**config.mk**
```make
export PLATFORM = sky130hd
export DESIGN_NAME = irq_pending_arbiter
export DESIGN_NICKNAME = d
export VERILOG_FILES = /design/src/rtl/irq_pending_arbiter.sv
export SDC_FILE = /design/constraint.sdc
export NUM_CORES = 1
export LEC_CHECK = 0
export ABC_AREA = 1
export BUFFER_PORTS_ARGS = -buffer_cell sky130_fd_sc_hd__buf_2
export CAP_MARGIN = 40
export CORE_ASPECT_RATIO = 0.7
export CORE_UTILIZATION = 41
export DETAILED_ROUTE_END_ITERATION = 16
export PLACE_DENSITY = 0.81
export SLEW_MARGIN = 20
export SYNTH_ARGS = -nofsm -noshare
export SYNTH_HDL_FRONTEND = slang
export SYNTH_SLANG_ARGS = --single-unit
```
**constraint.sdc**
```tcl
create_clock -name clk -period 1.35 [get_ports clk]
set_input_delay 0.135 -clock clk [delete_from_list [all_inputs] [get_ports clk]]
set_output_delay 0.135 -clock clk [all_outputs]
set_load 0.005 [all_outputs]
```
**src/rtl/irq_pending_arbiter.sv**
```systemverilog
module irq_pending_arbiter #(
  parameter int XLEN = 32,
  parameter int CSR_AW = 12,
  parameter int N_PLAT = 10,
  parameter int PLAT_BASE = 16,
  parameter int TIMER_BIT = 7,
  parameter logic [CSR_AW-1:0] MIE_ADDR = 12'h304,
  parameter logic [CSR_AW-1:0] MIP_ADDR = 12'h344
) (
  input  logic                     clk,
  input  logic                     rst_n,
  input  logic                     timer_irq,
  input  logic [N_PLAT-1:0]        plat_irq,
  input  logic                     global_mie,
  input  logic                     exc_active,
  input  logic                     csr_rd_en,
  input  logic                     csr_wr_en,
  input  logic [CSR_AW-1:0]        csr_addr,
  input  logic [XLEN-1:0]          csr_wr_data,
  output logic [XLEN-1:0]          csr_rd_data,
  output logic                     irq_take,
  output logic [$clog2(XLEN)-1:0]  irq_cause
);
  localparam int CW = $clog2(XLEN);
  localparam logic [XLEN-1:0] PLAT_MASK =
    {{(XLEN-N_PLAT){1'b0}}, {N_PLAT{1'b1}}} << PLAT_BASE;
  localparam logic [XLEN-1:0] IMPL = PLAT_MASK | (XLEN'(1) << TIMER_BIT);

  logic [XLEN-1:0] hw_src, mip_q, mie_q, act;
  logic [CW-1:0]   sel;

  always_comb begin
    hw_src = '0;
    hw_src[TIMER_BIT] = timer_irq;
    hw_src[PLAT_BASE +: N_PLAT] = plat_irq;
  end

  always_ff @(posedge clk or negedge rst_n)
    if (!rst_n) mip_q <= '0;
    else        mip_q <= hw_src;

  always_ff @(posedge clk or negedge rst_n)
    if (!rst_n)                                mie_q <= '0;
    else if (csr_wr_en && csr_addr == MIE_ADDR) mie_q <= csr_wr_data & IMPL;

  assign act = mip_q & mie_q;

  always_comb begin
    sel = '0;
    for (int i = XLEN-1; i >= 0; i--)
      if (act[i]) sel = CW'(i);
  end

  assign irq_take  = global_mie && !exc_active && (act != '0);
  assign irq_cause = irq_take ? sel : '0;

  always_comb begin
    csr_rd_data = '0;
    if (csr_rd_en) begin
      if (csr_addr == MIE_ADDR)      csr_rd_data = mie_q;
      else if (csr_addr == MIP_ADDR) csr_rd_data = mip_q;
    end
  end


  timer_lat_chk: assert property (@(posedge clk) disable iff (!rst_n)
    timer_irq |=> mip_q[TIMER_BIT]);

  timer_clr_chk: assert property (@(posedge clk) disable iff (!rst_n)
    !timer_irq |=> !mip_q[TIMER_BIT]);

  mie_unimpl_chk: assert property (@(posedge clk) disable iff (!rst_n)
    (mie_q & ~IMPL) == '0);

  mie_hold_chk: assert property (@(posedge clk) disable iff (!rst_n)
    !(csr_wr_en && csr_addr == MIE_ADDR) |=> $stable(mie_q));

  take_src_chk: assert property (@(posedge clk) disable iff (!rst_n)
    irq_take |-> (mie_q[irq_cause] && mip_q[irq_cause]));

  lowest_win_chk: assert property (@(posedge clk) disable iff (!rst_n)
    irq_take |-> ((act & ((XLEN'(1) << irq_cause) - XLEN'(1))) == '0));

  idle_cause_chk: assert property (@(posedge clk) disable iff (!rst_n)
    !irq_take |-> irq_cause == '0);
endmodule

```
==> results of run 1 <==
sequential cells by signal, summed over array words and instances (netlist names):
signal and count:
mie_q 11, mip_q 11
how the worst max path moves through the flow:
stage                          startpoint           end  slack, ps  depth (start not counted)
global route          mip_q[21]$_DFF_PN0_  irq_cause[1]       -480                          9
detailed placement  mie_q[19]$_DFFE_PN0P_  irq_cause[1]       -180                          9
floorplan           mie_q[19]$_DFFE_PN0P_  irq_cause[3]         80                          8
finish                mip_q[21]$_DFF_PN0_  irq_cause[1]       -370                          9
global placement    mie_q[19]$_DFFE_PN0P_  irq_cause[3]       -130                          9
CTS                   mip_q[21]$_DFF_PN0_  irq_cause[1]       -330                          9
layout make-up:
class	count	share of cell area [%]
clock buffer	4	2.67
timing repair buffer	92	30.3
sequential	22	26.7
tap	38	2.31
inverter	10	1.82
multi-input combinational	134	36.2
worst register-to-register path, stage by stage (launching register included):
cell and delay (ps):
dfrtp_1 400, buf_4 150, nand2_1 60, nand2_1 50
layer usage:
| layer | vias up | track usage, % | routed length [µm] |
|---|---|---|---|
| met5 | - | 0 | 0 |
| met4 | 0 | 4.00 | 29 |
| met3 | 4 | 4.22 | 223 |
| met2 | 67 | 34.0 | 1690 |
| met1 | 625 | 26.1 | 1570 |
| li1 | 695 | - | - |
repair_timing:
item                                    CTS  global route
gates cloned                              1             0
pin swaps                                 2             6
gates resized for setup                  12            15
hold endpoints to repair                 33             0
endpoints found under the setup margin   17            28
hold buffers                             12             0
buffers inserted                          3             0
power by group through the flow:
| stage | clock network (W) | logic (W) | registers (W) |
|---|---|---|---|
| detailed placement | 0 | 0.000117 | 0.000700 |
| finish | 0.000463 | 0.000159 | 0.000689 |
| global route | 0.000501 | 0.000177 | 0.000690 |
| floorplan | 0 | 0.0000812 | 0.000698 |
| global placement | 0 | 0.000115 | 0.000699 |
| CTS | 0.000469 | 0.000149 | 0.000687 |
cell families (layout without fill, tap and decap cells):
family	after synthesis	in the layout	share of synthesized area (%)
buffers and inverters	39	106	19.0
flip-flops	22	22	39.8
AND/OR/NAND/NOR	97	97	32.5
AO/OA/AOI/OAI	16	16	8.42
other	1	21	0.271
per-stage QoR:
stage / TNS (ps) / instances
after floorplan: 0 / 195
after global placement: -1550 / 280
after detailed placement: -2090 / 280
after CTS: -2200 / 300
after global routing: -4040 / 300
final: -2300 / 300
synthesized netlist by cell type, types with 6 or more instances:
master,instances
nand2_1,51
inv_1,9
buf_4,22
dfrtp_1,22
nand2_2,10
a21oi_2,9
a21oi_1,6
nand3_1,26
==> results by group, run 1 <==
Outcome
  • Status: finished, violations left
  • Failing checks: design-rule violations, negative setup slack

Pwr
  • Clock network fraction of total power: 35.3%
  • Seq pwr share: 52.6%
  • Power Density: between 600 and 700 nW/µm²
  • Sw power: 0.000294 W
  • Max rail drop VDD: about 0.74 mV
  • Cell internal pwr: 0.00102 W
  • Logic gate share of total power: between 10% and 20%
  • Overall power: 0.00131 W
  • Static Leak: 1.16 nW
  • Switching part of the total: 22.4%

Final layout
  • Ant. Diodes: 0
  • Commonest non-fill, non-tap cells in the layout: buf_2 (55), nand2_1 (44), nand3_1 (23), dfrtp_1 (22)
  • Commonest non-fill, non-tap cell in the layout: buf_2
  • Share of cells above drive strength 1: 46.2%
  • Area grow syn2layout: 48.9%
  • Layout Utilization: approximately 65%
  • Final Cell Area: 2060 µm²
  • Register Area: 551 µm²
  • Number of fill cells: 261
  • Nets@finish: around 320
  • Multi-input logic area: about 740 µm²

STA
  • Fin. max-slew vios: 0
  • RSZ-0062 raised after global routing: true
  • Tmin final: around 1700 ps
  • Hold Vio Cnt, Final: 0
  • Maximum clock rate: 0.581 GHz
  • Skew final: 0 ps
  • Tcrit/Tclk final: 128%
  • Fin worst setup slack: -372 ps
  • Hold WS: 109 ps
  • Setup Viol. Count Final: 17

Global routing
  • Vias in the first global route: 1230
  • Overflow after GRT: 0
  • Largest net degree at the start of global routing: 23
  • First-pass GRT wire length: 5460 µm
  • Initial antenna violation count: 0
  • Global Route Usage Sum: between 10% and 20%

Synthesis
  • Register area share after synthesis: 39.8%
  • Cell variety after synth: 22
  • FF+latch count, synth: 22
  • Top cell type's share of synthesized area: approximately two fifths
  • Mapped Cells: between 150 and 200
  • Yosys warns: 0
  • Ys async rst share: 100%
  • Synth top area cells: dfrtp_1 (40%), nand2_1 (14%), buf_4 (12%)
  • Ys flop type: dfrtp_1
  • Synthesized area per cell: roughly 8 µm²
  • Largest area contributor in the netlist: dfrtp_1
  • Number of synthesized flops with an enable pin: 0
  • Cell Area, Synth: 1380 µm²

Run
  • Max cap viols: 0

Worst hold path
  • Hold crit path type: in2reg
  • Hold path cells: 3
  • Hold Crit Endpoint: mie_q[19]$_DFFE_PN0P_
  • Hold_sp: csr_wr_data[19]

Placed design
  • Port buffer count: 56
  • DP Area: 1720 µm²
  • Placer Congestion: 0.788
  • Setup slack at placement: -179 ps
  • Hpwl dp: 2400 µm

Floorplan
  • Chip height: 50.6 µm
  • Core area: 3190 µm²
  • Die ar.: 3610 µm²
  • Initial Utilization: about 43%
  • DIE WIDTH: a little over 70 µm
  • # IOs: 99
  • Num rows: 17

Critical path
  • CP max FO: 5
  • CP max stage cell: dfrtp_1
  • CP Launch Type: register
  • Arr. time, crit path: 1590 ps
  • Critical Path RT: around 1200 ps
  • Worst Path Buf+Inv: 2
  • Crit Reg-Reg Startpoint: mie_q[21]$_DFFE_PN0P_
  • R2r worst-path depth: 3
  • Max stage delay on crit path: roughly 410 ps
  • Worst reg2reg endpoint: mie_q[21]$_DFFE_PN0P_
  • Setup CP Type: reg2out
  • Crit-path cells: nand2_2 > nand2_2 > inv_2 > nand3_4 > nor3_4 > nand3_2 > nand3_4 > a21oi_1 > buf_2
  • FF-to-FF setup slack: a little under 600 ps
  • Critical Path End Type: output pin
  • Delay-heaviest family, CP: simple AND/OR/NAND/NOR gates

Routing
  • # DRC: 7
  • TritonRoute pass-1 iters: 10
  • DR iter-0 viols: between 60 and 70
  • Routed wire length: 3510 µm
  • Via density: 4.64
  • Via count: 1391
  • Routed len/inst: 11.7 µm
  • Final ANT Viol Nets: 0

Clock network
  • Inserted Clock Buffers: 3
  • CTS tree: yes
  • H-Tree Depth: 1
  • Clk pin slew, worst setup/hold paths: ~70 ps
  • CTS Sinks: 22
  • Clk buf depth: 2
  • Worst-skew pair later-pin latency: 260 ps
  • Clock Root Buffer: clkbuf_8
Note: power is estimated with default switching activity, not from simulation.
==> run 2: changes to the inputs <==
--- a/config.mk
+++ b/config.mk
@@ -9,9 +9,9 @@
 export BUFFER_PORTS_ARGS = -buffer_cell sky130_fd_sc_hd__buf_2
 export CAP_MARGIN = 40
 export CORE_ASPECT_RATIO = 0.7
-export CORE_UTILIZATION = 41
+export CORE_UTILIZATION = 44
 export DETAILED_ROUTE_END_ITERATION = 16
-export PLACE_DENSITY = 0.81
+export PLACE_DENSITY = 0.86
 export SLEW_MARGIN = 20
 export SYNTH_ARGS = -nofsm -noshare
 export SYNTH_HDL_FRONTEND = slang
==> constraint.sdc (replaced) <==
create_clock -name clk -period 2 [get_ports clk]
set_input_delay 0.2 -clock clk [delete_from_list [all_inputs] [get_ports clk]]
set_output_delay 0.2 -clock clk [all_outputs]
set_load 0.005 [all_outputs]
==> run 2 against run 1 <==
The run now ends clean. Routed wire length fell by 17%. Total power fell by 27%. Critical path type unchanged. Largest power group unchanged. Sequential cell count did not move. Worst hold slack got worse by 80 ps. Clock skew did not move. Register-to-register slack improved by 740 ps. Die area fell by 6.6%. Critical path depth did not move. Clock power fell by 9.5%. Global-route usage fell by 1.9 points. Non-clock buffer count fell by 31.
==> results by group, run 2 (synthesis results as in run 1) <==
STA
  • Slew headroom: 66.4%
  • Tcrit/Tclk final: 90.9%
  • Fin worst setup slack: 182 ps
  • Maximum clock rate: between 0.5 and 0.6 GHz
  • Hold Vio Cnt, Final: 0
  • Skew final: 0 ps
  • Fin. max-slew vios: 0
  • Pin slew with the least headroom to its limit: roughly 500 ps
  • Tmin final: ~1800 ps
  • Setup Viol. Count Final: 0

Placed design
  • Setup slack at placement: approximately 340 ps
  • Port buffer count: 56
  • Hpwl dp: 2280 µm
  • Placer Congestion: between 0.7 and 0.8
  • DP Area: 1590 µm²

Clock network
  • Post-CTS setup buffers: 0
  • Worst-skew pair later-pin latency: 270 ps
  • CTS Sinks: 22
  • CTS tree: yes
  • Clk buf depth: 2
  • Clock Root Buffer: clkbuf_8
  • Clk pin slew, worst setup/hold paths: 80 ps
  • H-Tree Depth: 1
  • Inserted Clock Buffers: 3

Critical path
  • Critical Path End Type: output pin
  • Critical Path RT: 1800 ps
  • Setup CP Type: reg2out
  • Arr. time, crit path: 1620 ps
  • CP Launch Type: register
  • CP max FO: 5

Final layout
  • Nets@finish: 293
  • Number of fill cells: between 200 and 300
  • Commonest non-fill, non-tap cell in the layout: buf_2
  • Commonest non-fill, non-tap cells in the layout: buf_2 (56), nand2_1 (51), nand3_1 (25), dfrtp_1 (22), conb_1 (21)
  • Area grow syn2layout: 21.4%
  • Final Cell Area: 1680 µm²
  • Largest regs: mie_q: 11 flops, mip_q: 11 flops
  • Share of cells above drive strength 1: 37.7%
  • Ant. Diodes: 0

Routing
  • TritonRoute pass-1 iters: 4
  • DR iter-0 viols: 39
  • # DRC: 0
  • Final ANT Viol Nets: 0
  • Via count: 1224
  • Via density: 4.58
  • Routed len/inst: 10.9 µm
  • Routed wire length: 2910 µm

Global routing
  • Vias in the first global route: 1069
  • Initial antenna violation count: 0
  • Largest net degree at the start of global routing: 23
  • First-pass GRT wire length: 4790 µm
  • Overflow after GRT: 0
  • Global Route Usage Sum: 18.0%

Outcome
  • Status: finished, final reports clean

Pwr
  • Max rail drop VDD: roughly 0.48 mV
  • Power Density: roughly 570 nW/µm²
  • Static Leak: between 0.9 and 1 nW

Floorplan
  • # IOs: 99
  • DIE WIDTH: 69 µm
  • Core area: 2880 µm²
  • Initial Utilization: 48.0%
  • Num rows: 16
  • Chip height: 48.9 µm
  • Die ar.: 3370 µm²

Run
  • Max cap viols: 0

Worst hold path
  • Hold crit path type: in2reg
## run 2: power breakdown
part,internal [W],switching (W),total (W)
registers,0.000457,0.00000724,0.000464
logic,0.0000328,0.0000440,0.0000768
clock network,0.000268,0.000151,0.000419
## run 2: metal layers
layer	routed length (µm)	up-vias	track usage (%)
li1	-	635	-
met1	1330	538	25.2
met2	1380	49	26.9
met3	190	2	5.37
met4	15	0	5.10
met5	0	-	0
## run 2: worst paths after layout
kind	slack [ps]	cells after the start	endpoint	startpoint
worst max-delay path	180	9	irq_cause[3]	mie_q[19]$_DFFE_PN0P_
worst min-delay path	30	1	mip_q[25]$_DFF_PN0_	plat_irq[9]
worst max register to register	1320	2	mie_q[16]$_DFFE_PN0P_	mie_q[16]$_DFFE_PN0P_
worst min register to register	530	2	mie_q[20]$_DFFE_PN0P_	mie_q[20]$_DFFE_PN0P_
max in group asynchronous	1270	2	mie_q[23]$_DFFE_PN0P_	rst_n
min in group asynchronous	410	2	mip_q[20]$_DFF_PN0_	rst_n
## run 2: layout make-up
| class | count | area [µm²] | share of cell area [%] |
|---|---|---|---|
| Tap cell | 36 | 45.0 | 2.68 |
| Sequential cell | 22 | 551 | 32.8 |
| Timing Repair Buffer | 61 | 320 | 19.1 |
| Clock inverter | 1 | 30.0 | 1.79 |
| Multi-Input combinational cell | 134 | 654 | 39.0 |
| Inverter | 10 | 37.5 | 2.24 |
| Clock buffer | 3 | 41.3 | 2.46 |
## run 2: what timing repair did
item / 4_1_cts / 5_1_grt
setup endpoints to repair: 0 / 5
hold buffers: 1 / 0
endpoints found under the hold margin: 22 / 0
gates resized for setup: 0 / 2
## run 2: worst max-delay path: stages (launching register included)
cell	delay (ps)
dfrtp_1	420
nand2_1	110
nand2_1	90
inv_2	60
nand2_1	70
nor3_2	190
nand3_1	110
nand3_2	110
nor3_1	60
buf_2	130
## run 2: stage by stage
stage	instances	utilization [%]	total power [W]	hold slack (ps)	setup TNS, ps
4_1_cts	267	57.9	0.000971	22.2	0
3_5_place_dp	262	55.1	0.000548	185	0
3_3_place_gp	262	55.1	0.000546	181	0
6_report	267	58.2	0.000960	28.8	0
5_1_grt	267	58.2	0.00101	11.4	-55.8
2_1_floorplan	195	-	0.000526	-95.6	0
